$ cat src/rtl/boot_release_pkg.sv
package boot_release_pkg;

  localparam int OFF_WAIT = 'h010;
  localparam int OFF_VEC0 = 'h014;
  localparam int OFF_VEC1 = 'h018;
  localparam int OFF_ID0  = 'hFF0;
  localparam int ID_COUNT = 4;
  localparam int DATA_W   = 32;
  localparam int MAX_CPU  = 2;

  typedef struct packed {
    logic       hit_wait;
    logic       hit_vec0;
    logic       hit_vec1;
    logic       hit_id;
    logic [1:0] id_idx;
  } dec_t;

  function automatic logic [7:0] id_byte(input logic [1:0] idx);
    case (idx)
      2'd0:    return 8'h0D;
      2'd1:    return 8'hF0;
      2'd2:    return 8'h05;
      default: return 8'hB1;
    endcase
  endfunction

endpackage

$ cat src/rtl/boot_addr_decode.sv
module boot_addr_decode
  import boot_release_pkg::*;
#(
  parameter int ADDR_W    = 12,
  parameter bit DUAL_CORE = 1'b1
) (
  input  logic [ADDR_W-1:0] addr,
  output dec_t              dec,
  output logic              hit
);
  localparam logic [ADDR_W-1:0] A_WAIT = ADDR_W'(OFF_WAIT);
  localparam logic [ADDR_W-1:0] A_VEC0 = ADDR_W'(OFF_VEC0);
  localparam logic [ADDR_W-1:0] A_VEC1 = ADDR_W'(OFF_VEC1);
  localparam logic [ADDR_W-1:0] A_ID0  = ADDR_W'(OFF_ID0);
  localparam logic [ADDR_W-1:0] A_IDN  = ADDR_W'(OFF_ID0 + 4 * (ID_COUNT - 1));

  always_comb begin
    dec          = '0;
    dec.hit_wait = (addr == A_WAIT);
    dec.hit_vec0 = (addr == A_VEC0);
    dec.hit_vec1 = DUAL_CORE && (addr == A_VEC1);
    dec.hit_id   = (addr >= A_ID0) && (addr <= A_IDN) && (addr[1:0] == 2'b00);
    dec.id_idx   = addr[3:2];
    hit          = dec.hit_wait | dec.hit_vec0 | dec.hit_vec1 | dec.hit_id;
  end
endmodule

$ cat src/rtl/boot_wait_reg.sv
module boot_wait_reg
  import boot_release_pkg::*;
#(
  parameter int              NCPU     = 2,
  parameter logic [DATA_W-1:0] WAIT_RST = '0
) (
  input  logic              clk,
  input  logic              rst_n,
  input  logic              we,
  input  logic [DATA_W-1:0] wdata,
  output logic [DATA_W-1:0] wait_q,
  output logic [MAX_CPU-1:0] hold,
  output logic [MAX_CPU-1:0] release_o
);
  always_ff @(posedge clk or negedge rst_n) begin
    if (!rst_n)  wait_q <= WAIT_RST;
    else if (we) wait_q <= wdata;
  end

  for (genvar i = 0; i < MAX_CPU; i++) begin : g_cpu
    if (i < NCPU) begin : g_present
      logic rel_q;
      always_ff @(posedge clk or negedge rst_n) begin
        if (!rst_n) rel_q <= 1'b0;
        else        rel_q <= we && wait_q[i] && !wdata[i];
      end
      assign release_o[i] = rel_q;
      assign hold[i]      = wait_q[i];
    end else begin : g_absent
      assign release_o[i] = 1'b0;
      assign hold[i]      = 1'b0;
    end
  end
endmodule

$ cat src/rtl/boot_vec_reg.sv
module boot_vec_reg
  import boot_release_pkg::*;
#(
  parameter logic [DATA_W-1:0] VEC_RST = 32'h1000_0000
) (
  input  logic              clk,
  input  logic              rst_n,
  input  logic              we,
  input  logic [DATA_W-1:0] wdata,
  output logic [DATA_W-1:0] vec_q
);
  always_ff @(posedge clk or negedge rst_n) begin
    if (!rst_n)  vec_q <= VEC_RST;
    else if (we) vec_q <= wdata;
  end
endmodule

$ cat src/rtl/boot_release_ctl.sv
module boot_release_ctl
  import boot_release_pkg::*;
#(
  parameter int          ADDR_W    = 12,
  parameter bit          DUAL_CORE = 1'b1,
  parameter logic [31:0] WAIT_RST  = 32'h0000_0002,
  parameter logic [31:0] VEC_RST   = 32'h1000_0000
) (
  input  logic              clk,
  input  logic              rst_n,
  input  logic              bus_valid,
  input  logic              bus_write,
  input  logic [ADDR_W-1:0] bus_addr,
  input  logic [31:0]       bus_wdata,
  output logic              rsp_valid,
  output logic [31:0]       rsp_rdata,
  output logic              rsp_err,
  output logic [1:0]        cpu_wait,
  output logic [1:0]        cpu_release,
  output logic [31:0]       boot_vec0,
  output logic [31:0]       boot_vec1
);
  localparam int          NCPU       = DUAL_CORE ? 2 : 1;
  localparam logic [31:0] WAIT_RESET = DUAL_CORE ? WAIT_RST : 32'h0;

  dec_t        dec;
  logic        hit;
  logic        wr;
  logic [31:0] wait_q;
  logic [31:0] rd_mux;

  assign wr = bus_valid && bus_write;

  boot_addr_decode #(.ADDR_W(ADDR_W), .DUAL_CORE(DUAL_CORE)) u_dec (
    .addr (bus_addr),
    .dec  (dec),
    .hit  (hit)
  );

  boot_wait_reg #(.NCPU(NCPU), .WAIT_RST(WAIT_RESET)) u_wait (
    .clk       (clk),
    .rst_n     (rst_n),
    .we        (wr && dec.hit_wait),
    .wdata     (bus_wdata),
    .wait_q    (wait_q),
    .hold      (cpu_wait),
    .release_o (cpu_release)
  );

  boot_vec_reg #(.VEC_RST(VEC_RST)) u_vec0 (
    .clk   (clk),
    .rst_n (rst_n),
    .we    (wr && dec.hit_vec0),
    .wdata (bus_wdata),
    .vec_q (boot_vec0)
  );

  if (DUAL_CORE) begin : g_vec1
    boot_vec_reg #(.VEC_RST(VEC_RST)) u_vec1 (
      .clk   (clk),
      .rst_n (rst_n),
      .we    (wr && dec.hit_vec1),
      .wdata (bus_wdata),
      .vec_q (boot_vec1)
    );
  end else begin : g_no_vec1
    assign boot_vec1 = '0;
  end

  always_comb begin
    rd_mux = '0;
    if (dec.hit_wait)      rd_mux = wait_q;
    else if (dec.hit_vec0) rd_mux = boot_vec0;
    else if (dec.hit_vec1) rd_mux = boot_vec1;
    else if (dec.hit_id)   rd_mux = {24'h0, id_byte(dec.id_idx)};
  end

  always_ff @(posedge clk or negedge rst_n) begin
    if (!rst_n) begin
      rsp_valid <= 1'b0;
      rsp_err   <= 1'b0;
      rsp_rdata <= '0;
    end else begin
      rsp_valid <= bus_valid;
      rsp_err   <= bus_valid && !hit;
      rsp_rdata <= (bus_valid && !bus_write && hit) ? rd_mux : '0;
    end
  end
endmodule

$ cat config.mk
export PLATFORM = sky130hd
export DESIGN_NAME = boot_release_ctl
export DESIGN_NICKNAME = d
export VERILOG_FILES = /design/src/rtl/boot_release_pkg.sv /design/src/rtl/boot_addr_decode.sv /design/src/rtl/boot_wait_reg.sv /design/src/rtl/boot_vec_reg.sv /design/src/rtl/boot_release_ctl.sv
export SDC_FILE = /design/constraint.sdc
export NUM_CORES = 1
export LEC_CHECK = 0
export BUFFER_PORTS_ARGS = -buffer_cell sky130_fd_sc_hd__buf_2
export CORE_MARGIN = 3
export CORE_UTILIZATION = 55
export CTS_BUF_LIST = sky130_fd_sc_hd__clkbuf_4 sky130_fd_sc_hd__clkbuf_8
export DETAILED_ROUTE_END_ITERATION = 10
export PLACE_DENSITY = 0.82
export SYNTH_ARGS = -nofsm -noshare
export SYNTH_HDL_FRONTEND = slang
export SYNTH_HIERARCHICAL = 1
export SYNTH_SLANG_ARGS = --single-unit
$ cat constraint.sdc
create_clock -name clk -period 1.35 [get_ports clk]
set_clock_uncertainty 0.15 [all_clocks]
set_input_delay 0.135 -clock clk [delete_from_list [all_inputs] [get_ports clk]]
set_output_delay 0.135 -clock clk [all_outputs]
set_load 0.03 [all_outputs]
==> results by group <==
Synthesis
  – Yosys top cell area share: 0.5477
  – Cell taking the most area after synthesis: dfrtp_1
  – Post-synth ARST share: 1.000
  – Library cells used by synthesis: 37
  – Top cells by count, synth: dfrtp_1, mux2_4, a221oi_1, nor2_1, nor3_1
  – Post-synth EDFFs: 0
  – Ys flop type: dfrtp_1
  – Cells after Synth: 395
  – Synth top area cells: dfrtp_1, mux2_4, a221oi_1
  – Syn Area/Cell: 14.92 um^2
  – Register area share after synthesis: 0.5610
  – Count leader, synth: dfrtp_1
  – #FFs+latches synth: 132
  – Syn Std Cell Area: 0.005894 mm^2
  – Synthesized Nets: 443
  – Synth warnings: 6

STA
  – Slew of the pin with the lowest slew margin: 0.3488 ns
  – Fin. Hold Viols: 14
  – Max Freq: 540.2 MHz
  – Minimum clock period: 1.851 ns
  – WHS: -0.04698 ns
  – Period utilisation layout: 1.371
  – Final worst setup slack: -0.5012 ns
  – Unrepaired setup endpoints after global routing: true
  – Slew Viols, Final: 0
  – Slew headroom: 0.7675
  – TNS Setup: -52.21 ns
  – Final setup viols: 139

Route
  – Via density: 5.918
  – Antenna viol nets, final: 0
  – Vias: 5048
  – Met2 WL: 11680 um
  – DR top layer: met4
  – Metal3 WL: 1676 um
  – Residual DRC: 0
  – Initial DRT Pass Iterations: 5
  – Metal-1 WL: 8149 um
  – Drt wl/cell: 26.12 um
  – Drt total wl: 22280 um
  – Initial DRC Count: 367

Global route
  – Grt ovf: 0
  – Number of global-route vias before repair: 4766
  – Largest net degree at the start of global routing: 62
  – Initial antenna violation count: 0
  – First-pass GRT wire length: 26410 um
  – Overall routing resource usage: 0.2976

Final layout
  – Final core utilization: 0.9221
  – Inserted Diodes: 0
  – Layout cells sized above 1: 0.7029
  – Fill cell count: 347
  – Layout area overhead: 62.22%
  – Nets: 752

Floorplan
  – DIE AREA: 0.01200 mm^2
  – Top Ports: 150
  – DIE WIDTH: 109.5 um
  – Die span in y: 109.5 um
  – Row count: 37
  – Core area: 0.01037 mm^2
  – Initial core utilization: 0.5684

Clock network
  – Post-cts hold buffer count: 35
  – CTS tree: built
  – H-tree lvl count: 4
  – Sink Count: 132
  – Clk root buf: clkbuf_8
  – Clk buf depth: 2
  – Clock slew at reported path FFs: 0.08 ns
  – Later-pin clock latency in the skew report: 0.43 ns
  – CTS Buf Count: 17

Setup path
  – Crit path required time: 1.51 ns
  – Reg2reg start: u_vec0/vec_q[6]
  – Flop2flop setup slack: 0.04 ns
  – Worst setup SP type: input port
  – Crit path max fanout: 5
  – R2r endpoint: rsp_rdata[6]
  – CP Capture Type: register
  – Critical path class: input port to register
  – Crit path arrival time: 2.02 ns
  – Worst R2R Path Depth: 3

Run status
  – Status: complete, but fails checks
  – Failing checks: negative hold slack, negative setup slack

Power
  – Tot Pwr: 8164 uW
  – Peak VDD IR: 0.6400 mV
  – Static leakage: 0.004669 uW
  – Power Density: 853.9 mW/mm^2

Place
  – Hpwl dp: 9395 um
  – Buffers on Ports: 149
  – Placer Congestion: 0.8126

Worst hold path
  – Min-delay worst type: input port to async pin

Run
  – Max_cap viols: 0
-- registers in the layout (all words and copies together), names as in the netlist --
name / count
g_vec1.u_vec1/vec_q: 32
rsp_rdata: 32
u_vec0/vec_q: 32
u_wait/wait_q: 32
u_wait/g_cpu.g_present.rel_q: 2
rsp_err: 1
rsp_valid: 1
-- kinds of logic after synthesis --
group           count (synthesis)  synth area share
flops                         132            0.5610
mux                            96            0.2394
simple gates                   82           0.07939
compound gates                 45           0.06156
buf+inv                        40           0.05858
-- layout make-up --
class,count,area (um^2),area share
flip-flops and latches,132,3327,0.3479
repair buffers,324,2826,0.2956
multi-input cells,224,2773,0.2900
clock buffers,20,269.0,0.02813
clock inverters,12,177.7,0.01858
well taps,136,170.2,0.01780
inverters,5,18.77,0.001963
-- layout by cell type (no fill, tap or decap), types with 8 or more instances in the layout --
master         count
buf_12            19
dfrtp_2           16
nor3_2            13
nor2_1            26
buf_6             23
mux2_4            92
nor3_1            13
a221oi_4          14
a221oi_2          12
clkbuf_4          25
clkbuf_8          19
nand2_1            8
buf_2             79
dfrtp_1          113
buf_4            133
dlygate4sd3_1     34
-- metrics by stage --
step / instances / instance area (um^2) / setup slack [ns]
floorplan: 395 / 6048 / -0.6926
global placement: 672 / 6957 / -0.9047
detailed placement: 672 / 6957 / -1.037
CTS: 779 / 8562 / -0.3290
global route: 853 / 9562 / -0.5048
finish: 853 / 9562 / -0.5012
-- repair_timing --
item | in CTS | in global routing
cloned | 7 | 3
hold endpoints to repair | 231 | 14
setup endpoints to repair | 153 | 201
gates resized for setup | 92 | 113
pin swaps | 21 | 24
setup buffers | 33 | 77
-- critical path, stage by stage --
cell and delay [ns]:
buf_6 0.10, nor4b_4 0.32, nand3_2 0.14, buf_6 0.16, nor3b_4 0.26, and3_4 0.27
buf_12 0.15, clkbuf_16 0.16, mux2_4 0.30
-- where the power goes --
part | switching, uW | internal, uW | total, uW
Combinational | 225 | 189 | 414
Sequential | 7.28 | 3960 | 3970
Clock | 1650 | 2130 | 3780
-- how the worst max path moves through the flow --
stage                  from           endpoint  slack, ns  depth (start not counted)
6_report        bus_addr[7]   u_vec0/vec_q[16]      -0.50                          9
5_1_grt         bus_addr[7]   u_vec0/vec_q[31]      -0.50                          9
4_1_cts        bus_addr[10]       rsp_rdata[3]      -0.33                         11
3_5_place_dp    bus_addr[5]      rsp_rdata[10]      -1.04                          7
3_3_place_gp    bus_addr[5]      rsp_rdata[29]      -0.90                          7
2_1_floorplan   bus_addr[5]  u_wait/wait_q[17]      -0.69                          9
-- layer usage --
metal,track usage,up-vias
met4,0.09617,0
li1,-,2059
met3,0.07692,69
met5,0,-
met1,0.3646,2580
met2,0.5144,340
(Power assumes the default switching activity.)
